File: config.mk
export PLATFORM = sky130hd
export DESIGN_NAME = bitperm_unit
export DESIGN_NICKNAME = d
export VERILOG_FILES = /design/src/rtl/bitperm_pkg.sv /design/src/rtl/bitperm_count.sv /design/src/rtl/bitperm_shuffle.sv /design/src/rtl/bitperm_mask.sv /design/src/rtl/bitperm_unit.sv
export SDC_FILE = /design/constraint.sdc
export NUM_CORES = 1
export LEC_CHECK = 0
export ABC_AREA = 1
export BUFFER_PORTS_ARGS = -buffer_cell sky130_fd_sc_hd__buf_2
export CAP_MARGIN = 20
export CELL_PAD_IN_SITES_DETAIL_PLACEMENT = 2
export CELL_PAD_IN_SITES_GLOBAL_PLACEMENT = 2
export CORE_ASPECT_RATIO = 1.5
export CORE_MARGIN = 10
export CORE_UTILIZATION = 30
export CTS_BUF_LIST = sky130_fd_sc_hd__clkbuf_2
export DETAILED_ROUTE_END_ITERATION = 10
export MAX_ROUTING_LAYER = met4
export PLACE_DENSITY = 0.81
export SLEW_MARGIN = 20
export SYNTH_ARGS = -nofsm -noshare
export SYNTH_HDL_FRONTEND = slang
export SYNTH_SLANG_ARGS = --single-unit
File: constraint.sdc
create_clock -name clk -period 4.25 [get_ports clk]
set_input_delay 0.85 -clock clk [delete_from_list [all_inputs] [get_ports clk]]
set_output_delay 0.85 -clock clk [all_outputs]
set_load 0.03 [all_outputs]
File: src/rtl/bitperm_pkg.sv
package bitperm_pkg;
  localparam int OP_W = 4;

  typedef enum logic [OP_W-1:0] {
    OP_BYTECOUNT = 4'd0,
    OP_REVERSE   = 4'd1,
    OP_SPLIT     = 4'd2,
    OP_MERGE     = 4'd3,
    OP_HSWAP     = 4'd4,
    OP_MASK2     = 4'd5,
    OP_MASK4     = 4'd6,
    OP_ROTL      = 4'd7,
    OP_LEFTMOST  = 4'd8
  } bp_op_e;
endpackage

File: src/rtl/bitperm_count.sv
module bitperm_count #(
  parameter int DATA_W = 32
) (
  input  logic [DATA_W-1:0] src,
  input  logic              want_one,
  output logic [DATA_W-1:0] bytecount,
  output logic [DATA_W-1:0] leftmost
);
  localparam int NBYTE = DATA_W / 8;
  localparam int CW    = $clog2(DATA_W + 1);

  genvar b;
  generate
    for (b = 0; b < NBYTE; b++) begin : g_byte
      logic [3:0] cnt;
      always_comb begin
        cnt = 4'd0;
        for (int j = 0; j < 8; j++) cnt = cnt + {3'b000, src[8*b+j]};
      end
      assign bytecount[8*b +: 8] = {4'b0000, cnt};
      always_comb begin
        assert (cnt <= 4'd8) else $error("assert_bytecount_range_R1");
      end
    end
  endgenerate

  logic [CW-1:0] lm_cnt;
  logic          lm_hit;
  always_comb begin
    lm_cnt = CW'(DATA_W);
    lm_hit = 1'b0;
    for (int i = DATA_W - 1; i >= 0; i--) begin
      if (!lm_hit && (src[i] == want_one)) begin
        lm_cnt = CW'(DATA_W - 1 - i);
        lm_hit = 1'b1;
      end
    end
  end
  assign leftmost = {{(DATA_W-CW){1'b0}}, lm_cnt};

  always_comb begin
    assert (lm_cnt <= CW'(DATA_W)) else $error("assert_search_range_R9");
    assert (lm_hit || (lm_cnt == CW'(DATA_W))) else $error("assert_search_nomatch_R9");
  end
endmodule

File: src/rtl/bitperm_shuffle.sv
module bitperm_shuffle #(
  parameter int DATA_W = 32
) (
  input  logic [DATA_W-1:0] src,
  output logic [DATA_W-1:0] reversed,
  output logic [DATA_W-1:0] split,
  output logic [DATA_W-1:0] merged,
  output logic [DATA_W-1:0] hswap
);
  localparam int HALF  = DATA_W / 2;
  localparam int NHALF = DATA_W / 16;

  logic [DATA_W-1:0] remerge;

  genvar i, h;
  generate
    for (i = 0; i < DATA_W; i++) begin : g_rev
      assign reversed[DATA_W-1-i] = src[i];
    end
    for (i = 0; i < HALF; i++) begin : g_pair
      assign split[i]          = src[2*i];
      assign split[HALF+i]     = src[2*i+1];
      assign merged[2*i]       = src[i];
      assign merged[2*i+1]     = src[HALF+i];
      assign remerge[2*i]      = split[i];
      assign remerge[2*i+1]    = split[HALF+i];
    end
    for (h = 0; h < NHALF; h++) begin : g_hw
      assign hswap[16*h +: 8]   = src[16*h+8 +: 8];
      assign hswap[16*h+8 +: 8] = src[16*h +: 8];
    end
  endgenerate

  always_comb begin
    assert (remerge == src) else $error("assert_split_merge_inverse_R4");
  end
endmodule

File: src/rtl/bitperm_mask.sv
module bitperm_mask #(
  parameter int DATA_W = 32
) (
  input  logic [DATA_W-1:0] src,
  input  logic [DATA_W-1:0] aux,
  output logic [DATA_W-1:0] mask2,
  output logic [DATA_W-1:0] mask4,
  output logic [DATA_W-1:0] rotl
);
  localparam int HALF  = DATA_W / 2;
  localparam int NBYTE = DATA_W / 8;
  localparam int SHW   = $clog2(DATA_W);

  assign mask2 = {{HALF{src[1]}}, {HALF{src[0]}}};

  genvar k;
  generate
    for (k = 0; k < NBYTE; k++) begin : g_lane
      assign mask4[8*k +: 8] = {8{src[k]}};
      always_comb begin
        assert ((mask4[8*k +: 8] == 8'h00) || (mask4[8*k +: 8] == 8'hFF))
          else $error("assert_lane_uniform_R7");
      end
    end
  endgenerate

  logic [SHW-1:0]      amt;
  logic [2*DATA_W-1:0] dbl;
  assign amt  = aux[SHW-1:0];
  assign dbl  = {src, src} << amt;
  assign rotl = dbl[2*DATA_W-1:DATA_W];

  always_comb begin
    assert ($countones(rotl) == $countones(src)) else $error("assert_rotate_weight_R8");
  end
endmodule

File: src/rtl/bitperm_unit.sv
module bitperm_unit
  import bitperm_pkg::*;
#(
  parameter int DATA_W = 32
) (
  input  logic                clk,
  input  logic                rst,
  input  logic                in_valid,
  input  logic [OP_W-1:0]     in_op,
  input  logic [DATA_W-1:0]   in_src,
  input  logic [DATA_W-1:0]   in_aux,
  output logic                out_valid,
  output logic [DATA_W-1:0]   out_result
);
  logic [DATA_W-1:0] r_count, r_left, r_rev, r_split, r_merge, r_swap;
  logic [DATA_W-1:0] r_m2, r_m4, r_rot;
  logic [DATA_W-1:0] sel;

  bitperm_count #(.DATA_W(DATA_W)) u_count (
    .src(in_src), .want_one(in_aux[0]),
    .bytecount(r_count), .leftmost(r_left)
  );

  bitperm_shuffle #(.DATA_W(DATA_W)) u_shuffle (
    .src(in_src), .reversed(r_rev), .split(r_split),
    .merged(r_merge), .hswap(r_swap)
  );

  bitperm_mask #(.DATA_W(DATA_W)) u_mask (
    .src(in_src), .aux(in_aux),
    .mask2(r_m2), .mask4(r_m4), .rotl(r_rot)
  );

  always_comb begin
    case (bp_op_e'(in_op))
      OP_BYTECOUNT: sel = r_count;
      OP_REVERSE:   sel = r_rev;
      OP_SPLIT:     sel = r_split;
      OP_MERGE:     sel = r_merge;
      OP_HSWAP:     sel = r_swap;
      OP_MASK2:     sel = r_m2;
      OP_MASK4:     sel = r_m4;
      OP_ROTL:      sel = r_rot;
      OP_LEFTMOST:  sel = r_left;
      default:      sel = '0;
    endcase
  end

  always_ff @(posedge clk) begin
    if (rst) begin
      out_valid  <= 1'b0;
      out_result <= '0;
    end else begin
      out_valid <= in_valid;
      if (in_valid) out_result <= sel;
    end
  end

  assert_valid_follows_R10: assert property (@(posedge clk) disable iff (rst)
    in_valid |=> out_valid);
  assert_idle_no_valid_R10: assert property (@(posedge clk) disable iff (rst)
    !in_valid |=> !out_valid);
  assert_idle_hold_R10: assert property (@(posedge clk) disable iff (rst)
    !in_valid |=> $stable(out_result));
  assert_reset_clear_R11: assert property (@(posedge clk)
    rst |=> (!out_valid && (out_result == '0)));
endmodule

---- Yosys cells after proc, flatten, opt, wreduce, memory -nomap -nowiden ----
Index checks and enable logic that the tools add are counted.
storage, ports and cells
  register bits after elaboration ......... 33
  input port bits ......................... 71
  output and inout bits ................... 33
  word-level logic and storage cells ...... 198
operators by class
  $add $sub $neg .......................... 28
  equality and inequality tests ........... 40
  shifts and indexed selects .............. 1
  muxes and demuxes ....................... 64
  reduce and logical (&&, ||, !) cells .... 63
operators with widths
  kind                  number
  $pmux W32 S9          1
  $mux W6               32
  $add A4 B1 Y4         24
  $shl A64 B5 Y64       1
  $eq A1 B1 Y1          32
  $logic_and A1 B1 Y1   31
  $logic_not A1 Y1      31
  $mux W1               31
  $eq A4 B3 Y1 const B  4
  $add A1 B1 Y2         4
  $eq A4 B2 Y1 const B  2
  $eq A4 B1 Y1 const B  1
  $eq A4 B4 Y1 const B  1
  $logic_not A4 Y1      1

---- Logic depth before layout (Yosys ltp) ----
Gate-level depths: netlist (run 1).
  depth after elaboration ................. 96
  depth in mapped cells ................... 25

---- By module ----
A second synthesis (run 1) with hierarchy kept.
second synthesis, totals
  cell total of the unflattened synthesis .. 1,584
  area, all modules ....................... 9,715.6 µm²
modules (own cells, without submodules)
  module           times used  cells an instance  area each (µm²)
  bitperm_unit     1           722                3,761.1
  bitperm_mask     1           456                3,064.2
  bitperm_count    1           278                1,929.4
  bitperm_shuffle  1           128                960.9

---- Worst setup path before layout (run 1) ----
OpenSTA, ideal clock, no wires.
  path type ............................... input-to-reg
  from .................................... in in_src[0]
  to ...................................... reg out_result[1]
  library setup time ...................... 0.135 ns
  arrival time ............................ 3.459 ns
  required time ........................... 4.115 ns
  slack ................................... 0.657 ns
  stages on the path ...................... 11
  buffers on the path ..................... 0
  cells stage by stage .................... ha_1 -> inv_1 -> fa_1 -> fa_1 -> fa_1 -> fa_1 -> o22ai_1 -> a2111oi_0 -> nand2_1 -> nand2_1 -> a21oi_2
between the ends
  longest elaborated chain between the ends .. 8
  elaborated cells between the ends (all ways) .. 12
RTL lines
  what                         RTL line             text
  start, declared              bitperm_unit.sv:10   input logic [DATA_W-1:0] in_src,
  $add A1 B1 Y2                bitperm_count.sv:18  for (int j = 0; j < 8; j++) cnt = cnt + {3'b000, src[8*b+j]};
  $add A4 B1 Y4 (6 in series)  bitperm_count.sv:18
  $pmux W32 S9 *               bitperm_unit.sv:35   case (bp_op_e'(in_op))
  end signal, assigned         bitperm_unit.sv:55   if (in_valid) out_result <= sel;
  end, declared                bitperm_unit.sv:13   output logic [DATA_W-1:0] out_result
Mark *: on every way between the ends. The rest lies on a longest branch, timed or not.
A chain may end at the register's enable or synchronous reset.

---- Worst setup path in the final report (run 1) ----
Ends and elaborated chain as after synthesis.

==> impl_metrics.yaml, run 1 <==
synth:
  ys_top_cells_by_area: "nand2_1 18%, dfxtp_1 12%, o21ai_0 9.8%, inv_1 8.9%, fa_1 5.8%"
  synthDistinctLibCells: 43
  yosys.area_share.adder: 0.08526
  muxShareOfSynthArea: 0.04898
  synth-edff-count: 0
  synth_ff_type: "dfxtp_1"
  yosys.area_share.simple: 0.3308
  synth_xor_area_frac: 0.01587
  yosys_register_bits: 33
  synth-compound-area-share: 0.2680
  ys_seq_area_frac: 0.1197
  synth_top_family_by_area: "simple AND/OR/NAND/NOR gates"
  yosysWarnings: 0
  syn-cell-area_um2: 5518
  synth.most_common_cell: "nand2_1"
  synthArstFlopShare: 0
  syn_nets: 1055
  synthTopCellsByCount: "262 x nand2_1, 131 x inv_1, 108 x o21ai_0"
  syn_area_per_cell_um2: 5.772
  synth_top_cell_by_area: "nand2_1"
  netlist.area_leader.share: 0.1782
  syn_inst: 956
route:
  routed_wirelength_um: 27890
  drc: 0
  first_pass_iters: 5
  vias: 7008
  wire_per_inst_um: 22.65
  antenna_left: 0
  drt_iter0_markers: 479
  viasPerCell: 5.693
finish:
  drive_above_1_share: 0.1362
  fin_area_um2: 6203
  final_util: 0.3443
  syn_to_final_growth_pct: 12.43
  nets: 1113
power_and_ir_drop:
  p_leak_nw: 3.105
  p_sw_uw: 622.7
  switching_share: 0.5123
  clockPowerShare: 0.112
  pwr-share-comb: 0.613
  pwr_density_cell_nw_per_um2: 195.9
  ir_worst_vdd_mv: 0.06949
  power_frac_seq: 0.276
  p_total_mw: 1.216
  intPower_uw: 592.9
floorplan:
  chipHeight_um: 186.1
  initial_core_util: 0.3063
  dieWidth_um: 130.7
  rows: 60
  design.core.area_um2: 18020
  io_pins: 104
  dieArea_um2: 24330
timing:
  fmax_ghz: 0.2500
  max-slew-margin-rel: 0.3481
  setup_slack_ns: 0.2502
  finalCritPeriodShare: 0.9411
  post-route-min-period_ns: 4.000
  fin_skew_ns: 0
  worst_pin_slew_ns: 0.9755
  finalMaxSlewViolations: 0
  finalSetupViolCount: 0
  tns_ns: 0
  hold_viol: 0
  rsz0062_at_grt: "no"
worst_setup_path:
  cp_top_family: "adder cells"
  critPathArrivalTime_ns: 4.26
  critPathLaunch: "in_src[0]"
  end_kind: "flip-flop"
  crit_buf_inv: 3
  worst_ep_required_time_ns: 4.51
  cpMostUsedCell: "fa_1"
  path_class: "input port to flip-flop"
  path_max_fanout: 5
  cp_cell_sequence: "buf_2 -> ha_1 -> inv_1 -> fa_1 -> fa_1 -> fa_1 -> fa_1 -> o22ai_1 -> a2111oi_0 -> buf_4 -> nand2_1 -> nand2_1 -> a21oi_2"
  r2r-start: "out_result[6]$_SDFFE_PP0P_"
  critPathMaxStageDelay_ns: 0.61
  worstSetupStartpointType: "input port"
  slowest_stage: "a2111oi_0"
global_routing:
  overflow: 0
  grt_pass1_vias: 7331
  grt_usage: 0.2318
  antenna_found_initial: 1
  grt_max_degree: 49
  grt_first_pass_wirelength_um: 42320
min_path:
  hold_start: "out_result[16]$_SDFFE_PP0P_"
  hp-class: "flip-flop to flip-flop"
placement:
  numPortBuffers: 76
  dpl.hpwl_um: 23420
  dp_slack_ns: -0.07795
  place_area_um2: 6171
  gp_congestion: 0.9884
clock_tree:
  clk_pin_slew_ns: 0.18
  cts_inserted_buffers: 5
  insertion_delay_ns: 0.35
  cts_max_level: 2
  hold_buffers: 0
  numClockSinks: 33
  cts_resized: 0
  cts_tree: "yes"
  post_cts_buffers: 0
  root_buffer: "clkbuf_2"
  cts_buffer_depth: 2
flow_run:
  cap_violations: 0
outcome:
  outcome: "finished clean"
==> tightest hold or removal path, stage by stage, from the launching register on <==
cell     delay (ns)
dfxtp_1        0.33
nand2_1        0.06
a21oi_1        0.05
==> cell families (layout without fill, tap and decap cells) <==
| group | count (synthesis) | in the layout |
|---|---|---|
| buffers and inverters | 187 | 244 |
| AOI/OAI and AO/OA | 247 | 247 |
| muxes | 27 | 27 |
| xor gates and xnor gates | 10 | 10 |
| adders and majority gates | 28 | 28 |
| other | 0 | 1 |
| and+or+nand+nor | 424 | 424 |
| DFF | 33 | 33 |
==> registers in the layout, indices dropped and copies added, names as in the netlist <==
| name | cells |
|---|---|
| out_result | 32 |
| out_valid | 1 |
==> per-layer routing <==
layer  up-vias  wire length, um  share of wire  global-route usage
met5         -                0              0                   -
met4         0             2065          0.074              0.1566
met3        84             1047          0.038             0.01538
met2       238            13430           0.48              0.3807
met1      3374            11350           0.41              0.2646
li1       3312                -              -                   -
==> layout make-up <==
class	instances	area [um^2]
inverters	134	503.0
fillers	2328	11810
clock inverters	1	5.005
multi-input cells	736	4133
repair buffers	104	603.1
clock buffers	5	25.02
well taps	217	271.5
diodes	1	2.502
flip-flops and latches	33	660.6
==> power by group through the flow <==
stage | Combinational [mW] | Clock, mW | Sequential [mW]
floorplan | 0.428 | 0 | 0.374
finish | 0.745 | 0.136 | 0.335
detailed placement | 0.736 | 0 | 0.342
global placement | 0.709 | 0 | 0.341
CTS | 0.740 | 0.141 | 0.335
global route | 0.824 | 0.156 | 0.337
==> layout by cell type, fill, tap and decap left out, types with 3 or more instances in the layout <==
cell type / netlist / layout
nor3_1: 7 / 7
a2111oi_0: 4 / 4
a21oi_2: 4 / 4
clkbuf_2: 0 / 5
o2111ai_1: 11 / 11
o21ai_0: 108 / 108
buf_2: 3 / 76
nand3_1: 50 / 50
nand4_2: 5 / 5
nand2_1: 262 / 262
nor2_1: 71 / 71
fa_1: 16 / 16
o22ai_1: 35 / 35
ha_1: 12 / 12
dfxtp_1: 33 / 33
buf_4: 1 / 27
nand3b_1: 4 / 4
nor4_1: 4 / 4
nor2_4: 3 / 3
a221oi_1: 23 / 23
a21oi_1: 49 / 49
nor2_2: 9 / 9
inv_1: 131 / 131
xor2_1: 9 / 9
o221ai_1: 4 / 4
nand4_1: 4 / 4
mux2i_1: 27 / 27
==> final timing paths <==
| kind | endpoint | slack [ns] | cells past startpoint |
|---|---|---|---|
| worst max-delay path | out_result[1]$_SDFFE_PP0P_ | 0.25 | 13 |
| worst min-delay path | out_result[16]$_SDFFE_PP0P_ | 0.47 | 2 |
| worst max register to register | out_result[6]$_SDFFE_PP0P_ | 3.55 | 2 |
| worst min register to register | out_result[16]$_SDFFE_PP0P_ | 0.47 | 2 |
==> metrics by stage <==
| stage | instances | hold slack (ns) |
|---|---|---|
| finish | 1231 | 0.4729 |
| global route | 1231 | 0.4916 |
| CTS | 1230 | 0.4753 |
| detailed placement | 1224 | 0.4550 |
| global placement | 1224 | 0.4495 |
| floorplan | 956 | 0.5903 |
No activity file was read; power rests on OpenSTA's default activity.
==> inputs of run 2 (changes only) <==
--- a/config.mk
+++ b/config.mk
@@ -8,11 +8,11 @@
 export ABC_AREA = 1
 export BUFFER_PORTS_ARGS = -buffer_cell sky130_fd_sc_hd__buf_2
 export CAP_MARGIN = 20
-export CELL_PAD_IN_SITES_DETAIL_PLACEMENT = 2
-export CELL_PAD_IN_SITES_GLOBAL_PLACEMENT = 2
-export CORE_ASPECT_RATIO = 1.5
+export CELL_PAD_IN_SITES_DETAIL_PLACEMENT = 1
+export CELL_PAD_IN_SITES_GLOBAL_PLACEMENT = 1
+export CORE_ASPECT_RATIO = 0.9
 export CORE_MARGIN = 10
-export CORE_UTILIZATION = 30
+export CORE_UTILIZATION = 40
 export CTS_BUF_LIST = sky130_fd_sc_hd__clkbuf_2
 export DETAILED_ROUTE_END_ITERATION = 10
 export MAX_ROUTING_LAYER = met4
==> impl_metrics.yaml, run 2 (synthesis results as in run 1) <==
worst_setup_path:
  cp_cell_sequence: "buf_2 -> ha_1 -> inv_1 -> fa_1 -> fa_1 -> fa_1 -> fa_1 -> o22ai_1 -> a2111oi_0 -> nand2_1 -> nand2_1 -> a21oi_2"
  path_max_fanout: 5
  regToRegSetupSlack_ns: 3.56
  critPathMaxStageDelay_ns: 0.51
  path_class: "input port to flip-flop"
  reg2reg_depth: 2
  worstSetupStartpointType: "input port"
  r2r-start: "out_result[4]$_SDFFE_PP0P_"
  slowest_stage: "a2111oi_0"
  end_kind: "flip-flop"
  reg2reg_to: "out_result[4]$_SDFFE_PP0P_"
  cpMostUsedCell: "fa_1"
  worst_ep_required_time_ns: 4.53
  critPathArrivalTime_ns: 4.02
finish:
  fin_cells: 1172
  layout_common_cells: "262 x nand2_1, 131 x inv_1, 108 x o21ai_0, 76 x buf_2, 71 x nor2_1"
  fill_cells: 1969
  largest_reg_flops: 32
  reg_top3: "out_result (32), out_valid (1)"
  nets: 1102
  regMostFlops: "out_result"
  n_antenna_cell: 0
  final_common_cell: "nand2_1"
  syn_to_final_growth_pct: 10.00
  drive_above_1_share: 0.1285
  final_util: 0.4525
placement:
  dpl.hpwl_um: 19330
  dp_cells: 1164
  numPortBuffers: 76
  gp_congestion: 1.066
floorplan:
  rows: 40
  dieWidth_um: 143.8
  design.core.area_um2: 13410
  chipHeight_um: 131.4
  io_pins: 104
  dieArea_um2: 18900
  initial_core_util: 0.4114
timing:
  fmax_ghz: 0.2671
  finalCritPeriodShare: 0.8809
  fin_skew_ns: 0
  post-route-min-period_ns: 3.744
  rsz0062_at_grt: "no"
  max-slew-margin-rel: 0.3334
  finalSetupViolCount: 0
  tns_ns: 0
  worst_pin_slew_ns: 0.9987
  hold_ws_ns: 0.4729
  hold_viol: 0
  finalMaxSlewViolations: 0
clock_tree:
  cts_resized: 0
  clk_pin_slew_ns: 0.18
  hold_buffers: 0
  root_buffer: "clkbuf_2"
  numClockSinks: 33
  insertion_delay_ns: 0.39
  post_cts_buffers: 0
  cts_buffer_depth: 2
  cts_inserted_buffers: 5
  cts_tree: "yes"
  cts_max_level: 2
route:
  first_pass_iters: 5
  vias: 6795
  drt_iter0_markers: 820
  antenna_left: 0
  viasPerCell: 5.798
  drc: 0
  routed_wirelength_um: 23510
  wire_per_inst_um: 20.06
global_routing:
  grt_pass1_vias: 6900
  top_usage_layer: "met2"
  overflow: 0
  grt_first_pass_wirelength_um: 37030
  gr-usage-met2: 0.3754
  antenna_found_initial: 0
  grt_usage: 0.2510
  grt_util_met3: 0.08321
  grtUsageMet1: 0.3110
  grt_max_degree: 56
power_and_ir_drop:
  switching_share: 0.5088
  ir_worst_vdd_mv: 0.1327
  pwr_density_cell_nw_per_um2: 196.2
  p_sw_uw: 606.1
  pwr-share-comb: 0.588
  p_total_mw: 1.191
  clockPowerShare: 0.132
  intPower_uw: 585.0
  p_leak_nw: 3.058
  power_frac_seq: 0.281
min_path:
  hold_start: "out_result[8]$_SDFFE_PP0P_"
  hold_depth: 2
  min_to: "out_result[8]$_SDFFE_PP0P_"
  hp-class: "flip-flop to flip-flop"
flow_run:
  cap_violations: 0
outcome:
  outcome: "finished clean"
[run 2: cell types whose count changed in the layout (fill, tap and decap cells not counted), sizes merged]
cell,delta
diode,-1
clkinv,+1
buf,-11
clkinvlp,+1
[run 2: critical path, delay by kind of cell]
| kind | cells | cell delay, ns |
|---|---|---|
| adders and majority gates | 5 | 2.13 |
| and+or+nand+nor | 2 | 0.21 |
| buffers and inverters | 2 | 0.18 |
| AOI/OAI and AO/OA | 3 | 0.65 |
[run 2: power groups by stage]
| stage | logic, mW | clock network (mW) | registers, mW |
|---|---|---|---|
| global route | 0.781 | 0.177 | 0.337 |
| detailed placement | 0.685 | 0 | 0.341 |
| global placement | 0.668 | 0 | 0.341 |
| CTS | 0.688 | 0.162 | 0.334 |
| finish | 0.700 | 0.157 | 0.334 |
| floorplan | 0.428 | 0 | 0.374 |
[run 2: area by class of cell]
type | instances | area (um^2) | area share
flip-flops and latches | 33 | 660.6 | 0.1088
inverters | 134 | 503.0 | 0.08287
multi-input cells | 736 | 4133 | 0.6809
clock inverters | 3 | 17.52 | 0.002886
well taps | 168 | 210.2 | 0.03463
repair buffers | 93 | 520.5 | 0.08576
clock buffers | 5 | 25.02 | 0.004123
[run 2: how the worst max path moves through the flow]
stage,startpoint,endpoint,slack (ns)
after floorplan,in_src[0],out_result[1]$_SDFFE_PP0P_,0.66
after global placement,in_src[0],out_result[1]$_SDFFE_PP0P_,0.18
after detailed placement,in_src[0],out_result[1]$_SDFFE_PP0P_,0.17
after CTS,in_src[0],out_result[1]$_SDFFE_PP0P_,0.61
after global routing,in_aux[0],out_result[0]$_SDFFE_PP0P_,0.28
final,in_src[0],out_result[1]$_SDFFE_PP0P_,0.51
[run 2: per-stage QoR]
| step | area (um^2) | worst slack (ns) |
|---|---|---|
| final | 6070 | 0.5062 |
| after global routing | 6070 | 0.2832 |
| after CTS | 6070 | 0.6072 |
| after detailed placement | 6027 | 0.1651 |
| after global placement | 6027 | 0.1770 |
| after floorplan | 5518 | 0.6566 |
[run 2: metal layers]
metal | vias to the layer above | wire, um
li1 | 3293 | -
met1 | 3150 | 9809
met2 | 294 | 10340
met3 | 58 | 2543
met4 | 0 | 811
met5 | - | 0
==> inputs of run 3 (changes only) <==
--- a/config.mk
+++ b/config.mk
@@ -13,8 +13,9 @@
 export CORE_ASPECT_RATIO = 0.9
 export CORE_MARGIN = 10
 export CORE_UTILIZATION = 40
-export CTS_BUF_LIST = sky130_fd_sc_hd__clkbuf_2
+export CTS_BUF_LIST = sky130_fd_sc_hd__clkbuf_4
 export DETAILED_ROUTE_END_ITERATION = 10
+export GPL_TIMING_DRIVEN = 1
 export MAX_ROUTING_LAYER = met4
 export PLACE_DENSITY = 0.81
 export SLEW_MARGIN = 20
==> impl_metrics.yaml, run 3 (synthesis results as in run 1) <==
outcome:
  outcome: "finished clean"
clock_tree:
  cts_max_level: 2
  cts_buffer_depth: 2
  hold_buffers: 0
  insertion_delay_ns: 0.35
  clk_pin_slew_ns: 0.11
  post_cts_buffers: 0
  root_buffer: "clkbuf_4"
  numClockSinks: 33
  cts_tree: "yes"
  cts_inserted_buffers: 5
  cts_resized: 0
worst_setup_path:
  path_class: "input port to flip-flop"
  end_kind: "flip-flop"
  worst_ep_required_time_ns: 4.48
  slowest_stage: "fa_1"
  cpMostUsedCell: "fa_1"
  critPathArrivalTime_ns: 3.98
  path_max_fanout: 5
  critPathMaxStageDelay_ns: 0.50
  cp_cell_sequence: "buf_2 -> ha_1 -> inv_1 -> fa_1 -> fa_1 -> fa_1 -> fa_1 -> o22ai_1 -> a2111oi_0 -> nand2_1 -> nand2_1 -> a21oi_2"
  worstSetupStartpointType: "input port"
route:
  drc: 0
  drt_iter0_markers: 794
  first_pass_iters: 6
  antenna_left: 0
  met1_length_um: 9822
  wire_per_inst_um: 20.17
  vias: 6841
  routed.top_layer: "met4"
  routed_wirelength_um: 23640
  route.met3.wl_um: 2541
  wl_met2_um: 10430
  viasPerCell: 5.837
placement:
  dpl.hpwl_um: 19330
  numPortBuffers: 76
  place_area_um2: 6027
  dp_cells: 1164
  gp_congestion: 1.066
finish:
  reg_top3: "out_result (32), out_valid (1)"
  fin_area_um2: 6082
  regMostFlops: "out_result"
  fill_cells: 1971
  final_common_cell: "nand2_1"
  layout_common_cells: "262 x nand2_1, 131 x inv_1, 108 x o21ai_0, 76 x buf_2, 71 x nor2_1"
  syn_to_final_growth_pct: 10.23
  drive_above_1_share: 0.1285
  largest_reg_flops: 32
  n_antenna_cell: 0
  nets: 1102
  fin_cells: 1172
global_routing:
  antenna_found_initial: 0
  grt_pass1_vias: 6893
  overflow: 0
  grt_first_pass_wirelength_um: 37090
  grt_max_degree: 56
  grt_usage: 0.2519
floorplan:
  rows: 40
  io_pins: 104
  initial_core_util: 0.4114
  dieArea_um2: 18900
  design.core.area_um2: 13410
  chipHeight_um: 131.4
  dieWidth_um: 143.8
timing:
  finalCritPeriodShare: 0.8840
  hold_viol: 0
  post-route-min-period_ns: 3.757
  fmax_ghz: 0.2662
  max-slew-margin-rel: 0.3454
  tns_ns: 0
  fin_skew_ns: 0
  rsz0062_at_grt: "no"
  finalSetupViolCount: 0
  worst_pin_slew_ns: 0.9808
  finalMaxSlewViolations: 0
power_and_ir_drop:
  p_leak_nw: 3.061
  pwr_density_cell_nw_per_um2: 199.8
  ir_worst_vdd_mv: 0.1412
min_path:
  hp-class: "flip-flop to flip-flop"
flow_run:
  cap_violations: 0
[run 3: cell types whose count changed in the layout (fill, tap and decap cells not counted)]
cell | previous run | this run
clkbuf_2 | 5 | 0
clkbuf_4 | 0 | 5
[run 3: critical path: cells and delay by family]
kind | cells | cell delay (ns)
fa+ha+maj | 5 | 2.12
compound gates | 3 | 0.61
simple gates | 2 | 0.21
buf+inv | 2 | 0.18
[run 3: worst paths after layout]
| kind | start | end | slack (ns) | depth (start not counted) |
|---|---|---|---|---|
| min | out_result[8]$_SDFFE_PP0P_ | out_result[8]$_SDFFE_PP0P_ | 0.47 | 2 |
| max | in_src[0] | out_result[1]$_SDFFE_PP0P_ | 0.49 | 12 |
| min reg2reg | out_result[8]$_SDFFE_PP0P_ | out_result[8]$_SDFFE_PP0P_ | 0.47 | 2 |
| max reg2reg | out_result[4]$_SDFFE_PP0P_ | out_result[4]$_SDFFE_PP0P_ | 3.58 | 2 |
[run 3: metal layers]
metal,up-vias,global-route usage
li1,3296,-
met1,3154,0.3108
met2,318,0.3782
met3,73,0.08465
met4,0,0.07937
met5,-,-
[run 3: stage by stage]
stage	power, mW	utilization	setup slack (ns)	hold slack [ns]
3_5_place_dp	1.026	0.4493	0.1651	0.4538
3_3_place_gp	1.009	0.4493	0.1770	0.4516
6_report	1.215	0.4535	0.4930	0.4665
4_1_cts	1.206	0.4535	0.5428	0.4702
2_1_floorplan	0.8023	-	0.6566	0.5903
5_1_grt	1.318	0.4535	0.2077	0.4885
[run 3: final cells by class]
| cell class | count | area (um^2) | area share |
|---|---|---|---|
| inverters | 134 | 503.0 | 0.08270 |
| clock buffers | 5 | 37.54 | 0.006172 |
| clock inverters | 3 | 17.52 | 0.002880 |
| repair buffers | 93 | 520.5 | 0.08558 |
| multi-input cells | 736 | 4133 | 0.6795 |
| well taps | 168 | 210.2 | 0.03456 |
| flip-flops and latches | 33 | 660.6 | 0.1086 |
[run 3: power by group]
part,total (mW),internal [mW],switching [mW],leakage (nW)
sequential,0.334,0.326,0.00760,0.269
clock,0.179,0.0623,0.117,0.0310
combinational,0.703,0.221,0.482,2.76
